$ cat src/rtl/can_filt_pkg.sv
package can_filt_pkg;
    localparam int unsigned CF_BYTE_W    = 8;
    localparam int unsigned CF_ID_BYTES  = 4;
    localparam int unsigned CF_STD_BYTES = 2;
    localparam int unsigned CF_IDE_BYTE  = 1;
    localparam int unsigned CF_IDE_BIT   = 3;
    localparam int unsigned CF_BASE_ADDR = 16;

    typedef logic [CF_BYTE_W-1:0] cf_byte_t;
endpackage

$ cat src/rtl/can_filt_regs.sv
module can_filt_regs
    import can_filt_pkg::*;
#(
    parameter int unsigned NUM_BANKS = 2,
    parameter int unsigned ADDR_W    = 6,
    localparam int unsigned STRIDE   = 2 * CF_ID_BYTES,
    localparam int unsigned FLAT_W   = NUM_BANKS * CF_ID_BYTES * CF_BYTE_W
) (
    input  logic              clk,
    input  logic              rst_n,
    input  logic              wr_en,
    input  logic [ADDR_W-1:0] addr,
    input  cf_byte_t          wdata,
    output cf_byte_t          rdata,
    output logic [FLAT_W-1:0] code_flat,
    output logic [FLAT_W-1:0] mask_flat
);
    typedef struct packed {
        logic [FLAT_W-1:0] code;
        logic [FLAT_W-1:0] mask;
    } regs_t;

    regs_t regs_d, regs_q;
    logic [NUM_BANKS*CF_ID_BYTES-1:0] code_sel, mask_sel;

    for (genvar b = 0; b < NUM_BANKS; b++) begin : g_bank
        for (genvar n = 0; n < CF_ID_BYTES; n++) begin : g_byte
            localparam int unsigned CODE_A = CF_BASE_ADDR + STRIDE * b + n;
            localparam int unsigned MASK_A = CODE_A + CF_ID_BYTES;
            assign code_sel[b*CF_ID_BYTES+n] = (addr == ADDR_W'(CODE_A));
            assign mask_sel[b*CF_ID_BYTES+n] = (addr == ADDR_W'(MASK_A));
        end
    end

    always_comb begin
        regs_d = regs_q;
        rdata  = '0;
        for (int i = 0; i < NUM_BANKS * CF_ID_BYTES; i++) begin
            if (code_sel[i]) begin
                rdata = regs_q.code[i*CF_BYTE_W +: CF_BYTE_W];
                if (wr_en) regs_d.code[i*CF_BYTE_W +: CF_BYTE_W] = wdata;
            end
            if (mask_sel[i]) begin
                rdata = regs_q.mask[i*CF_BYTE_W +: CF_BYTE_W];
                if (wr_en) regs_d.mask[i*CF_BYTE_W +: CF_BYTE_W] = wdata;
            end
        end
    end

    always_ff @(posedge clk or negedge rst_n) begin
        if (!rst_n) regs_q <= '0;
        else        regs_q <= regs_d;
    end

    assign code_flat = regs_q.code;
    assign mask_flat = regs_q.mask;
endmodule

$ cat src/rtl/can_filt_bank_match.sv
module can_filt_bank_match
    import can_filt_pkg::*;
#(
    localparam int unsigned ID_W = CF_ID_BYTES * CF_BYTE_W
) (
    input  logic [ID_W-1:0] id,
    input  logic [ID_W-1:0] code,
    input  logic [ID_W-1:0] mask,
    output logic            hit
);
    logic [CF_ID_BYTES-1:0] byte_ok;
    logic                   extended;

    for (genvar n = 0; n < CF_ID_BYTES; n++) begin : g_cmp
        logic [CF_BYTE_W-1:0] diff;
        assign diff = (id[n*CF_BYTE_W +: CF_BYTE_W] ^ code[n*CF_BYTE_W +: CF_BYTE_W])
                      & ~mask[n*CF_BYTE_W +: CF_BYTE_W];
        if (n < CF_STD_BYTES) begin : g_always
            assign byte_ok[n] = (diff == '0);
        end else begin : g_ext_only
            assign byte_ok[n] = (diff == '0) || !extended;
        end
    end

    assign extended = id[CF_IDE_BYTE*CF_BYTE_W + CF_IDE_BIT];
    assign hit      = &byte_ok;
endmodule

$ cat src/rtl/can_id_filter.sv
module can_id_filter
    import can_filt_pkg::*;
#(
    parameter int unsigned NUM_BANKS = 2,
    parameter int unsigned ADDR_W    = 6,
    localparam int unsigned ID_W     = CF_ID_BYTES * CF_BYTE_W,
    localparam int unsigned FLAT_W   = NUM_BANKS * ID_W
) (
    input  logic                 clk,
    input  logic                 rst_n,
    input  logic                 init_req,
    input  logic                 init_ack,
    input  logic [ADDR_W-1:0]    reg_addr,
    input  logic                 reg_wr,
    input  logic [CF_BYTE_W-1:0] reg_wdata,
    output logic [CF_BYTE_W-1:0] reg_rdata,
    input  logic                 rx_full,
    input  logic [ID_W-1:0]      rx_id,
    output logic                 rx_accept,
    output logic [NUM_BANKS-1:0] rx_hit
);
    typedef struct packed {
        logic [NUM_BANKS-1:0] hit;
        logic                 accept;
    } dec_t;

    logic [FLAT_W-1:0]    code_flat, mask_flat;
    logic [NUM_BANKS-1:0] bank_hit;
    logic                 wr_ok;
    dec_t                 dec_d, dec_q;

    assign wr_ok = reg_wr && init_req && init_ack;

    can_filt_regs #(.NUM_BANKS(NUM_BANKS), .ADDR_W(ADDR_W)) u_regs (
        .clk       (clk),
        .rst_n     (rst_n),
        .wr_en     (wr_ok),
        .addr      (reg_addr),
        .wdata     (reg_wdata),
        .rdata     (reg_rdata),
        .code_flat (code_flat),
        .mask_flat (mask_flat)
    );

    for (genvar b = 0; b < NUM_BANKS; b++) begin : g_match
        can_filt_bank_match u_match (
            .id   (rx_id),
            .code (code_flat[b*ID_W +: ID_W]),
            .mask (mask_flat[b*ID_W +: ID_W]),
            .hit  (bank_hit[b])
        );
    end

    always_comb begin
        dec_d        = dec_q;
        dec_d.accept = 1'b0;
        if (rx_full) begin
            dec_d.hit    = bank_hit;
            dec_d.accept = |bank_hit;
        end
    end

    always_ff @(posedge clk or negedge rst_n) begin
        if (!rst_n) dec_q <= '0;
        else        dec_q <= dec_d;
    end

    assign rx_accept = dec_q.accept;
    assign rx_hit    = dec_q.hit;
endmodule

$ cat config.mk
export PLATFORM = sky130hd
export DESIGN_NAME = can_id_filter
export DESIGN_NICKNAME = d
export VERILOG_FILES = /design/src/rtl/can_filt_pkg.sv /design/src/rtl/can_filt_regs.sv /design/src/rtl/can_filt_bank_match.sv /design/src/rtl/can_id_filter.sv
export SDC_FILE = /design/constraint.sdc
export NUM_CORES = 1
export LEC_CHECK = 0
export BUFFER_PORTS_ARGS = -buffer_cell sky130_fd_sc_hd__buf_2
export CORE_MARGIN = 3
export CORE_UTILIZATION = 54
export DETAILED_ROUTE_END_ITERATION = 6
export MAX_ROUTING_LAYER = met4
export PLACE_DENSITY = 0.76
export SLEW_MARGIN = 30
export SYNTH_ARGS = -nofsm -noshare
export SYNTH_HDL_FRONTEND = slang
export SYNTH_SLANG_ARGS = --single-unit
$ cat constraint.sdc
create_clock -name clk -period 2.4 [get_ports clk]
set_input_delay 0.6 -clock clk [delete_from_list [all_inputs] [get_ports clk]]
set_output_delay 0.6 -clock clk [all_outputs]
set_load 0.05 [all_outputs]
# == Word level (Yosys, flattened, before mapping) ==
# Cells that the tools add are included.
# word_totals
reg_bits,131
input_bits,52
out_inout_bits,11
wordCells,109
# classes
n_eq_ne,16
muxes,17
n_bitwise,24
reduce_logical,34
# ops
op,n
two-way mux 8 bit,16
== test 6 x 5 -> 1 bit (second input constant),16
bitwise AND 8 bit,8
zero test 8 bit,8
inverter 8 bit,8
XOR 8 bit,8
AND reduction 2 bit,16
AND reduction 4 bit,2
logical OR 1 bit,4
logical AND 1 bit,2
OR reduction 2 bit,1
zero test 1 bit,1
two-way mux 1 bit,1

# == Depth between registers and ports, before layout ==
# depth
word_depth,17
mapped_depth,7
ltp_nobuf,5

# == Modules after synthesis ==
# From an unflattened synthesis, not the netlist that was laid out.
# unflattened
hier_cells,617
hier_area_um2,7350.8
# by_module_without_submodules
mod,instances,cells_per_inst,area_per_inst_um2,seq_area_each_um2
can_filt_regs,1,500,6403.6,3203.1
can_filt_bank_match,2,55,417.9,0.0
can_id_filter,1,7,111.4,75.1

# == Worst setup path after synthesis ==
# No wires, ideal clock.
# synth_path
path_kind,input-to-output
start,in reg_addr[3]
end,out reg_rdata[5]
arrival_ns,2.890
required_time_ns,1.800
slack_ns,-1.090
path_stages,7
n_path_buf,2
path_cell_list,buf_2 > or2_2 > buf_2 > nor2_2 > a222oi_1 > and2_0 > a211oi_1
# synth_between
elab_chain_cells,17
elab_cells_between_ends,32
cone_classes,eq/ne: 16; mux: 16
# synth_rtl
item,line,source
start: declaration,can_id_filter.sv:13,"input logic [ADDR_W-1:0] reg_addr,"
== test 6 x 5 -> 1 bit,can_filt_regs.sv:30,assign code_sel[b*CF_ID_BYTES+n] = (addr == ADDR_W'(CODE_A));
two-way mux 8 bit,can_filt_regs.sv:39,if (code_sel[i]) begin
two-way mux 8 bit,can_filt_regs.sv:43,if (mask_sel[i]) begin
two-way mux 8 bit,can_filt_regs.sv:39,
two-way mux 8 bit,can_filt_regs.sv:43,
two-way mux 8 bit,can_filt_regs.sv:39,
two-way mux 8 bit,can_filt_regs.sv:43,
two-way mux 8 bit,can_filt_regs.sv:39,
two-way mux 8 bit,can_filt_regs.sv:43,
two-way mux 8 bit,can_filt_regs.sv:39,
two-way mux 8 bit,can_filt_regs.sv:43,
two-way mux 8 bit,can_filt_regs.sv:39,
two-way mux 8 bit,can_filt_regs.sv:43,
two-way mux 8 bit,can_filt_regs.sv:39,
two-way mux 8 bit,can_filt_regs.sv:43,
two-way mux 8 bit,can_filt_regs.sv:39,
two-way mux 8 bit (*),can_filt_regs.sv:43,
end: declaration,can_id_filter.sv:16,"output logic [CF_BYTE_W-1:0] reg_rdata,"
# Mark *: on every way between the ends. The rest lies on a longest branch, timed or not.

# == Final worst setup path ==
# layout_path
start,in reg_addr[2]
end,out reg_rdata[0]
# The elaborated chain is that of the path after synthesis.

==> out/metrics.yaml <==
rrSetupSlack_ns: 0.56
global_route.usage.total_pct: 35.0
gr-usage-met3_pct: 8.07
crit_required_ns: 1.80
cts_made_buffers: 17
p_leak_uw: 0.00442
placed_cells_incl_taps: 928
drc: 0
cell_occurring_most_often_along_the_worst_timing_path: "buf_4"
unique_cell_type_count_in_the_yosys_netlist: 63
dieHeight_microns: 121
final.setup.worst_slack_ns: -0.540
antenna_cells_inserted: 0
ys_async_sr_fraction_pct: 100
crit_path_max_incr_delay_ns: 0.39
synthFlopType: "dfrtp_1"
yosys.cell_count.top_type: "mux2_2"
num_io_pins: 63
layout.filler_cells: 861
worstSetupPathType: "in -> out"
drv_slew: 0
design.core.area_sq_um: 12800
htree_num_levels: 4
route.detailed.wl_per_inst_microns: 24.9
synth_top_cells_by_count: "mux2_2 (133), dfrtp_1 (131), xnor2_1 (64)"
reg2reg_from: "u_regs.code_flat[28]$_DFFE_PN0P_"
floorplan.initialDensity_pct: 56.0
drt_first_pass_iters: 6
num_rows: 41
clock_transition_at_path_regs_ns: 0.06
postRouteWirelength_microns: 24100
multi_input_comb_area_sq_um: 4040
vias_per_cell: 6.37
synthDominantCellAreaShare_pct: 45.8
r2r.worst_path.cells: 7
gr-usage-met2_pct: 54.7
power.density_nw_per_um2: 615
syn_area_sq_um: 7150
synth.avg_cell_area_sq_um: 11.8
maxSlewHeadroom_pct: 60.0
crit-reg2reg-capture: "rx_accept$_DFF_PN0_"
tritoncts_clock_tree: "built"
setup_repair_after_global_routing_missed_its_margin: "yes"
ir_worst_vdd_uv: 589
fin_crit_sh_pct: 122
path_cells: "buf_4 -> buf_4 -> nand2b_1 -> buf_4 -> nor2_1 -> buf_4 -> a211oi_1 -> a21oi_1 -> or3_4 -> buf_8"
worstSetupStartpointType: "input port"
gp_routability_congestion: 0.994
failed_checks: "setup timing"
worstSkewPairLatency_ns: 0.42
ys_seq_elements: 131
residual_overflow_from_global_routing: 0
synth_edf_count: 0
finalClockSkew_ns: 0.00571
finalNonFillerCells: 968
seq_area_frac_synth_pct: 45.8
die_area_sq_um: 14700
overall_via_count_from_detail_route: 6170
grt_pass1_wl_microns: 37000
timing.critical_path.arrival_ns: 2.34
place.port_buffers: 62
postPlaceCellArea_sq_um: 8590
finalHoldViolCount: 0
layout-drive-gt1-share_pct: 51.1
initial_antenna_violation_count: 0
worstHoldPathType: "in -> async"
gr-usage-met1_pct: 43.6
final_nets: 835
clock_path_buffers: 2
postCtsHoldBufs: 0
setup_viol_count_final: 8
post_synth_inst_count: 608
grt_start_max_net_pins: 62
tritoncts_num_sinks: 131
period_minus_slack_ns: 2.94
netlist.top_cell.by_area: "dfrtp_1"
seqCellArea_sq_um: 3280
yosys_warnings: 0
hpwl_microns: 18000
timing_worst_slew_pin_value_ns: 0.599
fmax_mhz: 340
root_buffer: "clkbuf_16"
endpoint_kind: "output pin"
cp_slowest_cell: "or3_4"
ant_nets: 0
layer_with_the_highest_usage: "met2"
synthToLayoutAreaGrowth_pct: 33.6
cap_violations: 0
timing.critical_path.fanout_max: 6
drtIter0Drc: 689
grt_pass1_vias: 6390
final_cell_area_sq_um: 9560
syn-num-nets: 660
synth_area_leaders: "dfrtp_1 (46%), mux2_2 (21%), xnor2_1 (7.8%), o22ai_1 (3.5%), a22oi_1 (1.2%)"
chipWidth_microns: 121
outcome: "finished with violations"
[worst max-delay path: cells and delay by family]
kind	cells	cell delay [ns]
compound gates	2	0.34
buf+inv	5	0.79
simple gates	3	0.61
[timing repair]
item | CTS | global route
pin swaps | 20 | 12
endpoints found under the setup margin | 8 | 8
resized for setup | 47 | 20
setup buffers | 5 | 3
[registers in the layout, summed over array words and instances (netlist names)]
name and count:
u_regs.code_flat 64, rx_accept 1, rx_hit 2, u_regs.mask_flat 64
[layout make-up]
type	instances	area share (%)
well taps	172	2.25
repair buffers	181	14.5
multi-input cells	448	42.3
inverters	4	0.157
clock buffers	20	4.88
clock inverters	12	1.61
flip-flops and latches	131	34.3
[per-stage QoR]
stage / setup TNS (ns) / setup WS, ns / hold slack (ns) / power [uW] / util [%]
detailed placement: -5.68 / -0.674 / 0.526 / 3150 / 67.3
global route: -4.25 / -0.562 / 0.166 / 6080 / 74.9
floorplan: -1.63 / -0.370 / 0.304 / 2810 / -
CTS: -4.24 / -0.566 / 0.136 / 5880 / 73.9
finish: -3.98 / -0.540 / 0.135 / 5880 / 74.9
global placement: -5.04 / -0.658 / 0.514 / 3120 / 67.3
[cells by family (layout without fill, tap and decap cells)]
kind of cell	after synthesis	in the layout	synth area share [%]
muxes	140	140	22.1
DFF	131	131	45.8
and+or+nand+nor	131	131	11.2
AOI/OAI and AO/OA	113	113	11.0
xor gates and xnor gates	64	64	7.83
buffers and inverters	29	217	2.01
[worst max path at each step]
| stage | slack (ns) | start | cells past startpoint | end |
|---|---|---|---|---|
| 6_report | -0.54 | reg_addr[2] | 10 | reg_rdata[0] |
| 5_1_grt | -0.56 | reg_addr[2] | 10 | reg_rdata[0] |
| 4_1_cts | -0.57 | reg_addr[5] | 8 | reg_rdata[5] |
| 3_5_place_dp | -0.67 | reg_addr[5] | 8 | reg_rdata[7] |
| 3_3_place_gp | -0.66 | reg_addr[5] | 8 | reg_rdata[6] |
| 2_1_floorplan | -0.37 | reg_addr[0] | 6 | reg_rdata[5] |
[routing by layer]
metal | vias up | part of all wire (%)
met5 | - | 0
met2 | 367 | 48
li1 | 2648 | -
met3 | 86 | 8.9
met1 | 3069 | 39
met4 | 0 | 4.3
[power by group]
part | leakage (uW) | switching, uW | internal (uW)
combinational | 0.00231 | 379 | 358
sequential | 0.00181 | 125 | 2310
clock | 0.000298 | 991 | 1710
total | 0.00442 | 1500 | 4390
[cell usage in the layout, fill, tap and decap left out, drive strengths merged, types with 7 or more instances in the layout]
master  Yosys  layout
nor3       13      13
nor2       28      28
xnor2      64      64
mux2      133     133
nand2b      7       7
a21oi      10      10
clkbuf     10      20
nand2      22      22
o21ai       9       9
a22oi      11      11
nand3      14      14
dfrtp     131     131
and3        8       8
buf        15     181
o22ai      40      40
Power figures use the tool's default switching activity.
